`config.mk`:
```
export PLATFORM = sky130hd
export DESIGN_NAME = nand_cache_prog
export DESIGN_NICKNAME = d
export VERILOG_FILES = /design/src/rtl/nand_cp_pkg.sv /design/src/rtl/ncp_page_ram.sv /design/src/rtl/ncp_timer.sv /design/src/rtl/nand_cache_prog.sv
export SDC_FILE = /design/constraint.sdc
export NUM_CORES = 1
export LEC_CHECK = 0
export BUFFER_PORTS_ARGS = -buffer_cell sky130_fd_sc_hd__buf_2
export CORE_MARGIN = 4
export CORE_UTILIZATION = 65
export DETAILED_ROUTE_END_ITERATION = 8
export PLACE_DENSITY = 0.82
export SLEW_MARGIN = 20
export SYNTH_ARGS = -nofsm -noshare
export SYNTH_HDL_FRONTEND = slang
export SYNTH_SLANG_ARGS = --single-unit
```
`constraint.sdc`:
```
create_clock -name clk -period 5.31 [get_ports clk]
set_clock_uncertainty 0.1 [all_clocks]
set_input_delay 0.7965 -clock clk [delete_from_list [all_inputs] [get_ports clk]]
set_output_delay 0.7965 -clock clk [all_outputs]
set_load 0.02 [all_outputs]
```
`src/rtl/nand_cp_pkg.sv`:
```
package nand_cp_pkg;
  typedef enum logic [2:0] {
    CP_IDLE, CP_ADDR, CP_DATA, CP_HOLD, CP_COPY
  } cp_state_t;

  localparam logic [7:0] OP_LOAD   = 8'h80;
  localparam logic [7:0] OP_COMMIT = 8'h15;
  localparam logic [7:0] OP_STAT_A = 8'h70;
  localparam logic [7:0] OP_STAT_B = 8'h78;
  localparam int         ADDR_BYTES = 5;
endpackage

```
`src/rtl/ncp_page_ram.sv`:
```
module ncp_page_ram #(
  parameter int DEPTH = 64,
  parameter int AW    = $clog2(DEPTH)
) (
  input  logic          clk,
  input  logic          we,
  input  logic [AW-1:0] waddr,
  input  logic [7:0]    wdata,
  input  logic [AW-1:0] raddr,
  output logic [7:0]    rdata
);
  logic [7:0] mem [DEPTH];

  always_ff @(posedge clk) begin
    if (we) mem[waddr] <= wdata;
    rdata <= mem[raddr];
  end
endmodule

```
`src/rtl/ncp_timer.sv`:
```
module ncp_timer #(
  parameter int CYC = 100
) (
  input  logic clk,
  input  logic rst,
  input  logic start,
  output logic busy,
  output logic done
);
  localparam int W = $clog2(CYC + 1);
  localparam logic [W-1:0] LAST = W'(CYC - 1);

  logic [W-1:0] cnt;

  always_ff @(posedge clk) begin
    if (rst) begin
      busy <= 1'b0;
      cnt  <= '0;
    end else if (start) begin
      busy <= 1'b1;
      cnt  <= '0;
    end else if (busy) begin
      if (cnt == LAST) busy <= 1'b0;
      else             cnt  <= cnt + 1'b1;
    end
  end

  assign done = busy && (cnt == LAST);
endmodule

```
`src/rtl/nand_cache_prog.sv`:
```
module nand_cache_prog
  import nand_cp_pkg::*;
#(
  parameter int PAGE_BYTES    = 64,
  parameter int PAGES_PER_BLK = 64,
  parameter int XFER_CYC      = 72,
  parameter int PROG_CYC      = 400,
  parameter int COL_W         = $clog2(PAGE_BYTES)
) (
  input  logic             clk,
  input  logic             rst,
  input  logic             cmd_we,
  input  logic             addr_we,
  input  logic             data_we,
  input  logic [7:0]       bus_i,
  input  logic             fail_inj,
  input  logic [COL_W-1:0] arr_raddr,
  output logic             rb_o,
  output logic [7:0]       sts_o,
  output logic             sts_vld_o,
  output logic             arr_busy_o,
  output logic [23:0]      arr_row_o,
  output logic [7:0]       arr_rdata_o
);
  localparam int ROW_W   = 24;
  localparam int BLK_LSB = $clog2(PAGES_PER_BLK);
  localparam int XW      = $clog2(XFER_CYC + 1);
  localparam logic [XW-1:0] X_LAST = XW'(XFER_CYC - 1);
  localparam logic [XW-1:0] X_PB   = XW'(PAGE_BYTES);
  localparam logic [15:0]   C_PB   = 16'(PAGE_BYTES);

  cp_state_t               st;
  logic [2:0]              acnt;
  logic [15:0]             col;
  logic [ROW_W-1:0]        row_ld;
  logic [ROW_W-BLK_LSB-1:0] blk_base;
  logic                    cross_ld, cross_arr;
  logic [PAGE_BYTES-1:0]   filled;
  logic [XW-1:0]           xcnt;
  logic                    err_cur, err_prev;
  logic                    cp_v, cp_msk;
  logic [COL_W-1:0]        cp_idx;
  logic [7:0]              cache_q;

  logic prog_busy, prog_done, launch, wr_ok, rd_en, cache_rdy, arr_rdy;
  logic [7:0] status_now;

  assign cache_rdy  = !(st == CP_HOLD || st == CP_COPY);
  assign arr_rdy    = !prog_busy && (st != CP_COPY);
  assign status_now = {1'b0, cache_rdy, arr_rdy, 3'b000, err_prev, err_cur};
  assign launch     = (st == CP_COPY) && (xcnt == X_LAST);
  assign wr_ok      = data_we && !cmd_we && !addr_we && (st == CP_DATA) && (col < C_PB);
  assign rd_en      = (st == CP_COPY) && (xcnt < X_PB);

  // Host sequencing, copy pacing and status flags.
  always_ff @(posedge clk) begin
    if (rst) begin
      st        <= CP_IDLE;
      acnt      <= '0;
      col       <= '0;
      row_ld    <= '0;
      blk_base  <= '0;
      cross_ld  <= 1'b0;
      cross_arr <= 1'b0;
      filled    <= '0;
      xcnt      <= '0;
      err_cur   <= 1'b0;
      err_prev  <= 1'b0;
      sts_o     <= '0;
      sts_vld_o <= 1'b0;
      arr_row_o <= '0;
    end else begin
      sts_vld_o <= 1'b0;
      if (cmd_we) begin
        if (bus_i == OP_STAT_A || bus_i == OP_STAT_B) begin
          sts_vld_o <= 1'b1;
          sts_o     <= status_now;
        end else if (bus_i == OP_LOAD && cache_rdy) begin
          st     <= CP_ADDR;
          acnt   <= '0;
          col    <= '0;
          row_ld <= '0;
          filled <= '0;
        end else if (bus_i == OP_COMMIT && st == CP_DATA) begin
          cross_ld <= prog_busy && (row_ld[ROW_W-1:BLK_LSB] != blk_base);
          if (!prog_busy) blk_base <= row_ld[ROW_W-1:BLK_LSB];
          st   <= prog_busy ? CP_HOLD : CP_COPY;
          xcnt <= '0;
        end
      end else if (addr_we && st == CP_ADDR) begin
        case (acnt)
          3'd0:    col[7:0]      <= bus_i;
          3'd1:    col[15:8]     <= bus_i;
          3'd2:    row_ld[7:0]   <= bus_i;
          3'd3:    row_ld[15:8]  <= bus_i;
          default: row_ld[23:16] <= bus_i;
        endcase
        acnt <= acnt + 1'b1;
        if (acnt == 3'(ADDR_BYTES - 1)) st <= CP_DATA;
      end else if (wr_ok) begin
        filled[col[COL_W-1:0]] <= 1'b1;
        col <= col + 1'b1;
      end

      if (st == CP_HOLD && !prog_busy) begin
        st   <= CP_COPY;
        xcnt <= '0;
      end else if (st == CP_COPY) begin
        if (launch) st <= CP_IDLE;
        else        xcnt <= xcnt + 1'b1;
      end

      if (launch) begin
        err_prev  <= err_cur;
        err_cur   <= 1'b0;
        arr_row_o <= row_ld;
        cross_arr <= cross_ld;
      end else if (prog_done) begin
        err_cur <= fail_inj || cross_arr;
      end
    end
  end

  // Cache-to-data copy, one byte per cycle with a one-cycle read latency.
  always_ff @(posedge clk) begin
    if (rst) begin
      cp_v   <= 1'b0;
      cp_msk <= 1'b0;
      cp_idx <= '0;
    end else begin
      cp_v   <= rd_en;
      cp_msk <= filled[xcnt[COL_W-1:0]];
      cp_idx <= xcnt[COL_W-1:0];
    end
  end

  ncp_page_ram #(.DEPTH(PAGE_BYTES), .AW(COL_W)) u_cache (
    .clk   (clk),
    .we    (wr_ok),
    .waddr (col[COL_W-1:0]),
    .wdata (bus_i),
    .raddr (xcnt[COL_W-1:0]),
    .rdata (cache_q)
  );

  ncp_page_ram #(.DEPTH(PAGE_BYTES), .AW(COL_W)) u_dreg (
    .clk   (clk),
    .we    (cp_v),
    .waddr (cp_idx),
    .wdata (cp_msk ? cache_q : 8'hFF),
    .raddr (arr_raddr),
    .rdata (arr_rdata_o)
  );

  ncp_timer #(.CYC(PROG_CYC)) u_prog (
    .clk   (clk),
    .rst   (rst),
    .start (launch),
    .busy  (prog_busy),
    .done  (prog_done)
  );

  assign rb_o       = cache_rdy;
  assign arr_busy_o = prog_busy;
endmodule

```
==> flow_metrics.tcl <==
set metrics [dict create \
    synthCells 2861 \
    synth_simple_gate_area_share_pct 6.80 \
    post-route-period-util_pct 63.1 \
    drt_iter0_markers 4099 \
    crit_top_cell "nor3_1" \
    htreeDepth 3 \
    die_h_microns 280 \
    dp.final_hpwl_microns 64200 \
    grt.total_usage_pct 28.4 \
    die-area_sq_um 78600 \
    cp-end-kind "flip-flop" \
    hp-start "fail_inj" \
    slew_headroom_pct 27.9 \
    clock-root-buffer "clkbuf_16" \
    ir_drop_mv 0.398 \
    routedWlPerCell_microns 27.9 \
    numCtsBuffers 113 \
    cts_buffer_depth 3 \
    hold_class "in -> reg" \
    yosysSeqAreaShare_pct 72.1 \
    worst_ep_arrival_time_ps 3780 \
    worstMarginPinSlew_ps 1080 \
    ant_nets 0 \
    grt_first_pass_wirelength_microns 169000 \
    routed_via_density 6.86 \
    clk_latency_ps 690 \
    io_pins 63 \
    power.leakage_nw 16.6 \
    coreArea_sq_um 73200 \
    muxShareOfSynthArea_pct 14.1 \
    critPathMaxStageDelay_ps 960 \
    grt_remaining_overflow 0 \
    synth_xor_area_share_pct 0.508 \
    die_x_microns 280 \
    drtPass1Iterations 6 \
    cp_cell_sequence "buf_12 -> mux4_2 -> mux2i_1 -> o21ai_0 -> nor3_1 -> nor3_1" \
    path_clk_slew_ps 60 \
    power.density_nw_per_um2 355 \
    postCtsSetupRepairBufs 0 \
    place_area_sq_um 49300 \
    preCtsSetupSlack_ps 1260 \
    drc_errors 0 \
    maxCapViolations 0 \
    fin_ws_ps 1960 \
    final_common_cell "edfxtp_1" \
    syn_area_per_cell_sq_um 16.9 \
    ys_warn_count 0 \
    total_power_w 0.0188 \
    crit_buf_inv 1 \
    syn-cell-area_sq_um 48200 \
    area_growth_pct 10.1 \
    synth_compound_area_share_pct 4.44 \
    drive_above_1_share_pct 19.0 \
    timing.rr.start "xcnt[0]$_SDFF_PP0_" \
    final_hold_viol_count 0 \
    cp_data_required_time_ps 5740 \
    grt_max_degree 93 \
    finalInstanceArea_sq_um 53100 \
    holdBufCountCts 0 \
    cp-start-kind "flip-flop" \
    netlist-cell-type-count 76 \
    clock-sinks 1226 \
    routed_wl_microns 110000 \
    antenna_found_initial 0 \
    mostFrequentLayoutCells "edfxtp_1, nor2_1, mux4_2, dfxtp_1, nand2_1" \
    antenna_cells 0 \
    worstSetupPathType "reg -> reg" \
    place.gp.congestion 0.884 \
    whs_ps 352 \
    start_util_pct 65.9 \
    crit_slowest_cell "dfxtp_4" \
    ys_seq_elements 1226 \
    outcome "finished clean" \
    synth_top_family_by_area "multiplexers" \
    path_max_fanout 58 \
    num_vias 27187 \
    synthAdderAreaFrac_pct 0.208 \
    fin_nets 2930 \
    async_flop_share_pct 0 \
    post-route-min-period_ps 3350 \
    ctsResizeCount 0 \
    slew_violations 0 \
    critical_path.startpoint "xcnt[0]$_SDFF_PP0_" \
    num_rows 99 \
    max_freq_mhz 298 \
    synthFlopType "edfxtp_1" \
    setup_viol 0 \
    port-buffer-count 58 \
    cp_top_family "flip-flops" \
    synth_edf_count 1024 \
    cts_tree "built" \
    grt_pass1_vias 27249 \
    tns_ps 0 \
    grt_setup_unrepaired "no" \
]
## path summary, 6_finish.rpt
path / end / slack (ps) / depth (start not counted)
setup / recovery: u_cache.rdata[0]$_DFF_P_ / 1960 / 6
hold / removal: err_cur$_SDFFE_PP0P_ / 350 / 3
setup reg to reg: u_cache.rdata[0]$_DFF_P_ / 1960 / 6
hold reg to reg: arr_row_o[9]$_SDFFE_PP0N_ / 350 / 2
## sequential cells by signal (all words and copies together), names as in the netlist, 3 cells and up
signal         cells
acnt               3
arr_row_o         24
blk_base          18
col               16
cp_idx             6
filled            64
row_ld            24
st                 3
sts_o              4
u_cache.mem      512
u_cache.rdata      8
u_dreg.mem       512
u_dreg.rdata       8
u_prog.cnt         9
xcnt               7
## stage by stage
step	std cells	util [%]
floorplan	2864	-
global placement	3746	67.4
detailed placement	3746	67.4
CTS	3961	72.5
global route	3961	72.5
finish	3961	72.5
## synth_stat cells (18+ instances only)
master    number  area share (%)
nor2b_1       21            0.27
o22ai_1       46            0.60
xor2_1        23            0.42
buf_4         18            0.28
mux2_2        21            0.49
nor3_1        33            0.34
edfxtp_1    1024              64
a31oi_1       84             1.1
nand4_1       27            0.35
mux4_2       244              11
a21oi_1       63            0.65
nand3_1       37            0.38
o21ai_0       24            0.25
nand2_1      159             1.2
mux2i_1      108             2.2
nor2_1       321             2.5
clkbuf_1      77            0.60
dfxtp_1      202             8.4
buf_2         64            0.66
## cell families (layout without fill, tap and decap cells)
group	Yosys count	in the layout
muxes	373	373
adders and majority gates	8	8
and+or+nand+nor	711	711
DFF	1226	1226
buffers and inverters	187	325
AOI/OAI and AO/OA	327	327
xor gates and xnor gates	28	28
other	1	4
## power breakdown
part / total (W) / switching, W / leakage [nW] / internal [W]
Combinational: 0.000430 / 0.000287 / 4.09 / 0.000143
Sequential: 0.0103 / 0.00000524 / 10.7 / 0.0103
Clock: 0.00805 / 0.00351 / 1.82 / 0.00454
## worst register-to-register path, cell delays in order, from the launching register on
cell and delay, ps:
dfxtp_4 960, buf_12 520, mux4_2 680, mux2i_1 160, o21ai_0 170, nor3_1 510
nor3_1 130
## metal layers
layer  part of all wire [%]  up-vias  GRT usage [%]  routed length [microns]
met1                     36    13708           38.5                    40300
li1                       -    11390              -                        -
met4                    4.0        0           10.0                     4380
met5                      0        -              0                        0
met3                    9.0      316           4.53                     9970
met2                     51     1773           47.9                    55800
## final cells by class
cell class	instances	area, sq um
Timing Repair Buffer	97	667
Tap cell	959	1200
Clock inverter	71	707
Sequential cell	1226	34800
Inverter	13	48.8
Multi-Input combinational cell	1451	12700
Clock buffer	144	2990
Fill cell	4079	20100
(Power assumes the default switching activity.)
